--- src/rtl/eepw_pkg.sv ---
package eepw_pkg;
  typedef enum logic [2:0] {
    CMD_NOP     = 3'd0,
    CMD_ADDR_HI = 3'd1,
    CMD_ADDR_LO = 3'd2,
    CMD_WDATA   = 3'd3,
    CMD_RDATA   = 3'd4,
    CMD_STOP    = 3'd5
  } cmd_e;

  typedef enum logic [1:0] {
    SQ_IDLE = 2'd0,
    SQ_SCAN = 2'd1,
    SQ_HOLD = 2'd2
  } seq_e;
endpackage

--- src/rtl/eepw_addr_ctr.sv ---
module eepw_addr_ctr #(
  parameter int ADDR_W = 14,
  parameter int PAGE_W = 6
) (
  input  logic              clk,
  input  logic              rst_n,
  input  logic              ld_hi,
  input  logic [ADDR_W-9:0] hi_bits,
  input  logic              ld_lo,
  input  logic [7:0]        lo_bits,
  input  logic              step_page,
  input  logic              step_full,
  output logic [ADDR_W-1:0] cur_addr
);
  localparam int HI_W = ADDR_W - 8;

  logic [HI_W-1:0]   hi_q, hi_d;
  logic [ADDR_W-1:0] addr_q, addr_d;
  logic [PAGE_W-1:0] low_inc;

  assign low_inc = addr_q[PAGE_W-1:0] + 1'b1;

  always_comb begin
    hi_d   = hi_q;
    addr_d = addr_q;
    if (ld_hi) hi_d = hi_bits;
    if (ld_lo) begin
      addr_d = {hi_q, lo_bits};
    end else if (step_page) begin
      addr_d = {addr_q[ADDR_W-1:PAGE_W], low_inc};
    end else if (step_full) begin
      addr_d = addr_q + 1'b1;
    end
  end

  always_ff @(posedge clk or negedge rst_n) begin
    if (!rst_n) begin
      hi_q   <= '0;
      addr_q <= '0;
    end else begin
      hi_q   <= hi_d;
      addr_q <= addr_d;
    end
  end

  assign cur_addr = addr_q;
endmodule

--- src/rtl/eepw_page_buf.sv ---
module eepw_page_buf #(
  parameter int PAGE_W = 6,
  parameter int DATA_W = 8
) (
  input  logic              clk,
  input  logic              rst_n,
  input  logic              wr_en,
  input  logic [PAGE_W-1:0] wr_slot,
  input  logic [DATA_W-1:0] wr_data,
  input  logic              clr,
  input  logic [PAGE_W-1:0] rd_slot,
  output logic [DATA_W-1:0] rd_data,
  output logic              rd_filled,
  output logic              any_filled
);
  localparam int DEPTH = 1 << PAGE_W;

  logic [DATA_W-1:0] slot_data [DEPTH];
  logic [DEPTH-1:0]  slot_vld;

  for (genvar g = 0; g < DEPTH; g++) begin : g_slot
    logic              hit;
    logic [DATA_W-1:0] data_q;
    logic              vld_q;
    logic              vld_d;

    assign hit = wr_en && (wr_slot == PAGE_W'(g));

    always_comb begin
      vld_d = vld_q;
      if (clr)      vld_d = 1'b0;
      else if (hit) vld_d = 1'b1;
    end

    always_ff @(posedge clk or negedge rst_n) begin
      if (!rst_n) vld_q <= 1'b0;
      else        vld_q <= vld_d;
    end

    always_ff @(posedge clk) begin
      if (hit) data_q <= wr_data;
    end

    assign slot_data[g] = data_q;
    assign slot_vld[g]  = vld_q;
  end

  assign rd_data    = slot_data[rd_slot];
  assign rd_filled  = slot_vld[rd_slot];
  assign any_filled = |slot_vld;
endmodule

--- src/rtl/eepw_wr_seq.sv ---
module eepw_wr_seq
  import eepw_pkg::*;
#(
  parameter int PAGE_W    = 6,
  parameter int WR_CYCLES = 1250000
) (
  input  logic              clk,
  input  logic              rst_n,
  input  logic              stop_go,
  input  logic              wp,
  input  logic              any_filled,
  output logic              busy,
  output logic              scanning,
  output logic [PAGE_W-1:0] slot,
  output logic              buf_clr
);
  localparam int TMR_W = (WR_CYCLES > 1) ? $clog2(WR_CYCLES) : 1;
  localparam logic [PAGE_W-1:0] LAST_SLOT = '1;
  localparam logic [TMR_W-1:0]  TMR_END   = TMR_W'(WR_CYCLES - 1);

  seq_e              st_q, st_d;
  logic [PAGE_W-1:0] slot_q, slot_d;
  logic [TMR_W-1:0]  tmr_q, tmr_d;

  always_comb begin
    st_d    = st_q;
    slot_d  = slot_q;
    tmr_d   = tmr_q;
    buf_clr = 1'b0;
    case (st_q)
      SQ_IDLE: begin
        if (stop_go && any_filled) begin
          if (wp) begin
            buf_clr = 1'b1;
          end else begin
            st_d   = SQ_SCAN;
            slot_d = '0;
          end
        end
      end
      SQ_SCAN: begin
        slot_d = slot_q + 1'b1;
        if (slot_q == LAST_SLOT) begin
          st_d    = SQ_HOLD;
          tmr_d   = '0;
          buf_clr = 1'b1;
        end
      end
      SQ_HOLD: begin
        tmr_d = tmr_q + 1'b1;
        if (tmr_q == TMR_END) st_d = SQ_IDLE;
      end
      default: st_d = SQ_IDLE;
    endcase
  end

  always_ff @(posedge clk or negedge rst_n) begin
    if (!rst_n) begin
      st_q   <= SQ_IDLE;
      slot_q <= '0;
      tmr_q  <= '0;
    end else begin
      st_q   <= st_d;
      slot_q <= slot_d;
      tmr_q  <= tmr_d;
    end
  end

  assign busy     = (st_q != SQ_IDLE);
  assign scanning = (st_q == SQ_SCAN);
  assign slot     = slot_q;
endmodule

--- src/rtl/eepw_page_engine.sv ---
module eepw_page_engine
  import eepw_pkg::*;
#(
  parameter int ADDR_W    = 14,
  parameter int PAGE_W    = 6,
  parameter int DATA_W    = 8,
  parameter int WR_CYCLES = 1250000
) (
  input  logic              clk,
  input  logic              rst_n,
  input  logic              cmd_valid,
  input  logic [2:0]        cmd_kind,
  input  logic [7:0]        cmd_byte,
  input  logic              wp_in,
  output logic              busy,
  output logic              rd_valid,
  output logic [DATA_W-1:0] rd_data,
  output logic [ADDR_W-1:0] arr_addr,
  output logic [DATA_W-1:0] arr_wdata,
  output logic              arr_we,
  input  logic [DATA_W-1:0] arr_rdata
);
  localparam int HI_W = ADDR_W - 8;

  logic              take;
  logic              go_hi, go_lo, go_wd, go_rd, go_stop;
  logic [ADDR_W-1:0] cur_addr;
  logic              scanning, seq_clr, buf_clr;
  logic [PAGE_W-1:0] scan_slot;
  logic [DATA_W-1:0] buf_rdata;
  logic              buf_rfilled, buf_any;
  logic              rdv_q, rdv_d;
  logic [DATA_W-1:0] rdd_q, rdd_d;

  assign take    = cmd_valid && !busy;
  assign go_hi   = take && (cmd_kind == CMD_ADDR_HI);
  assign go_lo   = take && (cmd_kind == CMD_ADDR_LO);
  assign go_wd   = take && (cmd_kind == CMD_WDATA);
  assign go_rd   = take && (cmd_kind == CMD_RDATA);
  assign go_stop = take && (cmd_kind == CMD_STOP);

  eepw_addr_ctr #(.ADDR_W(ADDR_W), .PAGE_W(PAGE_W)) i_addr (
    .clk       (clk),
    .rst_n     (rst_n),
    .ld_hi     (go_hi),
    .hi_bits   (cmd_byte[HI_W-1:0]),
    .ld_lo     (go_lo),
    .lo_bits   (cmd_byte),
    .step_page (go_wd),
    .step_full (go_rd),
    .cur_addr  (cur_addr)
  );

  assign buf_clr = seq_clr || go_hi;

  eepw_page_buf #(.PAGE_W(PAGE_W), .DATA_W(DATA_W)) i_buf (
    .clk        (clk),
    .rst_n      (rst_n),
    .wr_en      (go_wd),
    .wr_slot    (cur_addr[PAGE_W-1:0]),
    .wr_data    (cmd_byte[DATA_W-1:0]),
    .clr        (buf_clr),
    .rd_slot    (scan_slot),
    .rd_data    (buf_rdata),
    .rd_filled  (buf_rfilled),
    .any_filled (buf_any)
  );

  eepw_wr_seq #(.PAGE_W(PAGE_W), .WR_CYCLES(WR_CYCLES)) i_seq (
    .clk        (clk),
    .rst_n      (rst_n),
    .stop_go    (go_stop),
    .wp         (wp_in),
    .any_filled (buf_any),
    .busy       (busy),
    .scanning   (scanning),
    .slot       (scan_slot),
    .buf_clr    (seq_clr)
  );

  assign arr_addr  = scanning ? {cur_addr[ADDR_W-1:PAGE_W], scan_slot} : cur_addr;
  assign arr_wdata = buf_rdata;
  assign arr_we    = scanning && buf_rfilled;

  always_comb begin
    rdv_d = go_rd;
    rdd_d = rdd_q;
    if (go_rd) rdd_d = arr_rdata;
  end

  always_ff @(posedge clk or negedge rst_n) begin
    if (!rst_n) begin
      rdv_q <= 1'b0;
      rdd_q <= '0;
    end else begin
      rdv_q <= rdv_d;
      rdd_q <= rdd_d;
    end
  end

  assign rd_valid = rdv_q;
  assign rd_data  = rdd_q;
endmodule

--- config.mk ---
export PLATFORM = sky130hd
export DESIGN_NAME = eepw_page_engine
export DESIGN_NICKNAME = d
export VERILOG_FILES = /design/src/rtl/eepw_pkg.sv /design/src/rtl/eepw_addr_ctr.sv /design/src/rtl/eepw_page_buf.sv /design/src/rtl/eepw_wr_seq.sv /design/src/rtl/eepw_page_engine.sv
export SDC_FILE = /design/constraint.sdc
export NUM_CORES = 1
export LEC_CHECK = 0
export BUFFER_PORTS_ARGS = -buffer_cell sky130_fd_sc_hd__buf_2
export CAP_MARGIN = 30
export CORE_UTILIZATION = 30
export DETAILED_ROUTE_END_ITERATION = 10
export HOLD_SLACK_MARGIN = 0.02
export PLACE_DENSITY = 0.49
export SETUP_SLACK_MARGIN = 0.02
export SLEW_MARGIN = 20
export SYNTH_ARGS = -nofsm -noshare
export SYNTH_HDL_FRONTEND = slang
export SYNTH_SLANG_ARGS = --single-unit
--- constraint.sdc ---
create_clock -name clk -period 3.3 [get_ports clk]
set_input_delay 0.99 -clock clk [delete_from_list [all_inputs] [get_ports clk]]
set_output_delay 0.99 -clock clk [all_outputs]
set_load 0.01 [all_outputs]
Word-level counts from Yosys, hierarchy flattened
Cells that the tools add are included.
{"block": "word_totals", "regBits": 634, "input_bits": 23, "output_inout_bits": 33, "word_cells": 521}
{"block": "classes", "addsub": 4, "order_cmp": 2, "eq_ne": 77, "mux": 151, "bitwise": 1, "reduce_logical": 150}
{"cell": "$eq 6x6->1 const B", "n": 33}
{"cell": "$reduce_bool 2->1", "n": 68}
{"cell": "$mux 1", "n": 132}
{"cell": "$eq 6x5->1 const B", "n": 16}
{"cell": "$logic_and 1x1->1", "n": 72}
{"cell": "$reduce_or 64->1", "n": 1}
{"cell": "$bmux 8 s6", "n": 1}
{"cell": "$eq 6x4->1 const B", "n": 8}
{"cell": "$mux 14", "n": 3}
{"cell": "$pmux 21 s2", "n": 1}
{"cell": "$eq 6x3->1 const B", "n": 4}
{"cell": "$add 21x1->21 const B", "n": 1}
{"cell": "$eq 21x21->1 const B", "n": 1}
{"cell": "$mux 21", "n": 1}
{"cell": "$mux 6", "n": 3}
{"cell": "$mux 8", "n": 2}
{"cell": "$add 14x1->14 const B", "n": 1}
{"cell": "$add 6x1->6 const B", "n": 2}
{"cell": "$eq 6x2->1 const B", "n": 2}
{"cell": "$pmux 6 s2", "n": 1}
{"cell": "$mux 2", "n": 4}
{"cell": "$ge 7x7->1 const B", "n": 1}
{"cell": "$lt 6x7->1 const B", "n": 1}
{"cell": "$not 6->7", "n": 1}
{"cell": "19 further kinds", "n": 25}

Logic depth before layout (Yosys ltp)
{"block": "depth", "word_depth": 9, "ltp_mapped": 9}

By module
Synthesis repeated with hierarchy kept, for this count alone.
{"block": "unflattened", "hier_cells": 1454, "area_unflattened_um2": 25908.6}
{"mod": "eepw_page_buf", "n_inst": 1, "cells_each": 1158, "area_per_inst_um2": 22770.6, "seq_area_each_um2": 16976.3}
{"mod": "eepw_wr_seq", "n_inst": 1, "cells_each": 161, "area_per_inst_um2": 1595.3, "seq_area_each_um2": 725.7}
{"mod": "eepw_addr_ctr", "n_inst": 1, "cells_each": 99, "area_per_inst_um2": 1047.3, "seq_area_each_um2": 500.5}
{"mod": "eepw_page_engine", "n_inst": 1, "cells_each": 36, "area_per_inst_um2": 495.5, "seq_area_each_um2": 225.2}

Least setup slack after synthesis
No wires, ideal clock.
{"block": "synth_timing", "path_kind": "flip-flop to output port", "startpoint": "register i_seq.slot_q[1] (netlist: i_seq.slot[1])", "endpoint": "output arr_wdata[3]", "t_arrival_ps": 1941, "required_ps": 2310, "path_slack_ps": 369, "path_stages_with_launch": 8, "path_buffers": 3, "path_cell_list": "dfrtp_1 buf_2 buf_2 clkbuf_1 mux4_2 a211oi_1 o21ai_0 a32o_1"}
{"block": "synth_between", "elab_chain_cells": 4}
{"element": "from (decl)", "line_no": "eepw_wr_seq.sv:22", "rtl": "logic [PAGE_W-1:0] slot_q, slot_d;"}
{"element": "from (signal assigned)", "line_no": "eepw_wr_seq.sv:64", "rtl": "slot_q <= slot_d;"}
{"element": "$not 6->7 (not written as such)", "line_no": "eepw_page_buf.sv:48", "rtl": "assign rd_data = slot_data[rd_slot];"}
{"element": "$bmux 8 s6", "line_no": "eepw_page_buf.sv:48"}
{"element": "$mux 8 (not written as such) (2 in series)", "line_no": "eepw_page_buf.sv:48"}
{"element": "to (decl)", "line_no": "eepw_page_engine.sv:19", "rtl": "output logic [DATA_W-1:0] arr_wdata,"}
No other way between the ends. The select of a mux whose other input is x is not followed.

Worst setup path after layout
{"block": "layout_timing", "startpoint": "register i_seq.slot_q[0] (netlist: i_seq.slot[0])", "endpoint": "output arr_wdata[5]"}
The elaborated chain is that of the path after synthesis.

==> summary.md <==
| Metric | Value |
|---|---|
| Worst-path clk slew | 60 ps |
| Cell taking the most area after synthesis | edfxtp_1 |
| Min Tclk post-route | 3910 ps |
| Row count | 107 |
| Antenna-violating nets left | 0 |
| Seq/Total Area, Yosys | 0.709 |
| Failing checks | negative setup slack |
| Adder-Cell Fraction of Synth Area | 0.00289 |
| Drt pass-1 iters | 7 |
| CTS tree | yes |
| Fmax | 0.256 GHz |
| Post-Syn Area | 0.0260 mm^2 |
| Worst Hold Class | in -> async |
| Area contributors post-synth | edfxtp_1 59%, dfrtp_1 12%, mux4_2 7.0% |
| Slowest CP cell | dfrtp_4 |
| Max-slew violations | 0 |
| Skew final | 25.7 ps |
| Most common cell after layout, fill and taps aside | edfxtp_1 |
| Main combinational cell family by area after synthesis | multiplexers |
| Port buffer count | 55 |
| Post-synthesis simple-gate area fraction | 0.0500 |
| FFs w/ async S/R, synth | 0.192 |
| Clk root buf | clkbuf_16 |
| Gp weighted congestion | 0.818 |
| Crit end category | output port |
| Via count | 15300 |
| Maximum fanout along the worst path | 9 |
| GRT Total Usage | 0.171 |
| Initial antenna violation count | 4 |
| Grt total ovfl | 0 |
| Status | finished, violations left |
| Post-synth EDFFs | 512 |
| YS warnings | 0 |
| Syn Area/Cell | 16.7 um^2 |
| CP cell instances | buf_12 > buf_12 > buf_12 > mux4_2 > a211oi_4 > a221o_1 > o21ai_2 > buf_2 |
| DRC | 0 |
| DR WL/cell | 25.0 um |
| Largest net degree at the start of global routing | 65 |
| Crit-path max cell delay | 530 ps |
| CP Class | reg -> out |
| Synth Area in Compound Gates | 0.0823 |
| Setup Viol. Count Final | 9 |
| Final Hold Viols | 0 |
| Post-synthesis mux area share | 0.130 |
| Most frequent cells in the layout | 512 x edfxtp_1, 173 x buf_4, 138 x mux2i_1, 119 x dfrtp_1, 81 x mux4_2 |
| Die width | 296 um |
| CP startpoint kind | flop |
| Antenna Cells | 0 |
| Die area | 0.0878 mm^2 |
| Critical path arrival | 2920 ps |
| Clk Latency, worst-skew pair | 620 ps |
| Max-cap violation count | 0 |
| Post-synth top flop | edfxtp_1 |
| Slew margin rel. | 0.358 |
| CTS sink count | 634 |
| Post-Syn Instances | 1556 |
| Chip height | 296 um |
| Leak pwr | 0.0108 uW |
| Max VDD drop | 0.332 mV |
| Avg Vias per Cell | 5.12 |
| TritonCTS buffer count | 71 |
| Share of layout cells above drive strength 1 | 0.292 |
| Initial drt markers | 1534 |
| Synth Area in XOR/XNOR | 0.00101 |
| Final worst slack | -607 ps |
| Worst slew pin tran | 963 ps |
| Area growth from synthesis to layout | 22.5% |
| Total power | 16700 uW |
| Syn_nets | 1585 |
| RSZ-0062 raised after global routing | yes |
| Cell repeated most along the worst path | buf_12 |
| Seq cells post-synth | 634 |
| Filler cell count | 8012 |
| H-tree depth | 3 |
| Final Routed Wirelength | 74.7 mm |
| Starting Density | 0.304 |
| CP Data Required Time | 2310 ps |
| Fin crit share | 1.18 |
| Buffer depth of the longest clock path | 3 |
| Final HPWL from detailed placement | 49.2 mm |
| Post-synth top area share | 0.591 |
| I/O pins | 56 |
| Nets | 1822 |
| Fin Hold WS | 352 ps |
| First-pass GRT wire length | 108 mm |
| Vias in the first global route | 15400 |
| Cell Pwr Density | 524 mW/mm^2 |
| Netlist cell types | 72 |
| Core area | 0.0855 mm^2 |
registers in the layout, indices dropped and copies added, names as in the netlist:
name / flops
i_buf.g_slot.vld_q: 64
i_seq.st_q: 2
rd_valid: 1
i_addr.cur_addr: 14
i_seq.tmr_q: 21
i_buf.g_slot.data_q: 512
i_addr.hi_q: 6
rd_data: 8
i_seq.slot: 6
critical path, delay by kind of cell, from the launching register on:
| kind | cells | cell delay (ps) |
|---|---|---|
| buffers and inverters | 4 | 590 |
| DFF | 1 | 530 |
| AOI/OAI and AO/OA | 3 | 720 |
| muxes | 1 | 450 |
final timing paths:
kind,startpoint,endpoint,slack [ps],cells past startpoint
setup / recovery,i_seq.slot[0]$_DFFE_PN0P_,arr_wdata[5],-610,8
hold / removal,rst_n,i_buf.g_slot[37].vld_q$_DFFE_PN0P_,350,1
setup reg to reg,i_seq.slot[1]$_DFFE_PN0P_,i_seq.tmr_q[11]$_DFFE_PN0P_,540,8
hold reg to reg,i_seq.tmr_q[17]$_DFFE_PN0P_,i_seq.tmr_q[17]$_DFFE_PN0P_,490,1
max in group asynchronous,rst_n,i_addr.cur_addr[3]$_DFFE_PN0P_,2180,2
min in group clk,i_seq.tmr_q[17]$_DFFE_PN0P_,i_seq.tmr_q[17]$_DFFE_PN0P_,490,1
area by class of cell:
class / count / area [um^2] / share of cell area
clock inverter: 36 / 350 / 0.0110
tap: 1144 / 1430 / 0.0449
clock buffer: 88 / 1920 / 0.0603
sequential: 634 / 18400 / 0.579
inverter: 11 / 41.3 / 0.00130
timing repair buffer: 271 / 2440 / 0.0767
multi-input combinational: 804 / 7230 / 0.227
power breakdown:
part           switching (uW)  internal, uW  leakage, uW  total, uW
Sequential               13.6          8660      0.00626       8670
Clock                    3260          4480      0.00110       7730
Combinational             224          61.2      0.00343        285
per-layer routing:
metal | global-route usage | vias up | routed length (um)
li1 | - | 6704 | -
met3 | 0.0414 | 120 | 5430
met4 | 0.0510 | 4 | 1720
met2 | 0.255 | 490 | 33100
met1 | 0.245 | 7980 | 34400
met5 | 0 | - | 21
repair_timing:
| item | in CTS | in global routing |
|---|---|---|
| pin swaps | 9 | 9 |
| resized for setup | 69 | 18 |
| setup endpoints to repair | 10 | 10 |
| hold buffers | 0 | 0 |
| buffers inserted | 4 | 13 |
| cloned | 2 | 2 |
logic make-up after synthesis:
logic type | after synthesis
compound gates | 314
flops | 634
buf+inv | 118
mux | 235
xor+xnor | 3
fa+ha+maj | 6
simple gates | 246
synthesized netlist by cell type (6+ instances only):
master / instances
buf_4: 23
nand3_1: 17
buf_6: 13
o31ai_1: 7
nor4_1: 19
nor3_1: 6
nand2_1: 52
o21a_1: 65
mux4_2: 81
a31oi_1: 7
a22o_1: 8
mux2_2: 6
buf_1: 7
o21ai_1: 35
o221ai_1: 18
nand4_1: 19
dfrtp_1: 122
a211oi_1: 19
o211ai_1: 8
a21oi_1: 49
edfxtp_1: 512
mux2i_1: 140
nor2_1: 72
mux2_1: 8
a221oi_1: 26
nor2b_1: 6
and2_1: 15
inv_1: 10
ha_1: 6
o22ai_1: 22
o21ai_0: 29
nor2_2: 10
buf_2: 16
clkbuf_1: 48
stage by stage:
| step | utilization | cells | setup TNS [ps] | cell area (um^2) | setup WS (ps) |
|---|---|---|---|---|---|
| after global routing | 0.372 | 2988 | -5930 | 31900 | -705 |
| final | 0.372 | 2988 | -5110 | 31900 | -607 |
| after floorplan | - | 1556 | 0 | 26000 | 369 |
| after detailed placement | 0.338 | 2841 | -1100 | 28900 | -306 |
| after global placement | 0.338 | 2841 | -1010 | 28900 | -334 |
| after CTS | 0.369 | 2971 | -5550 | 31600 | -651 |
No activity file was read; power rests on OpenSTA's default activity.
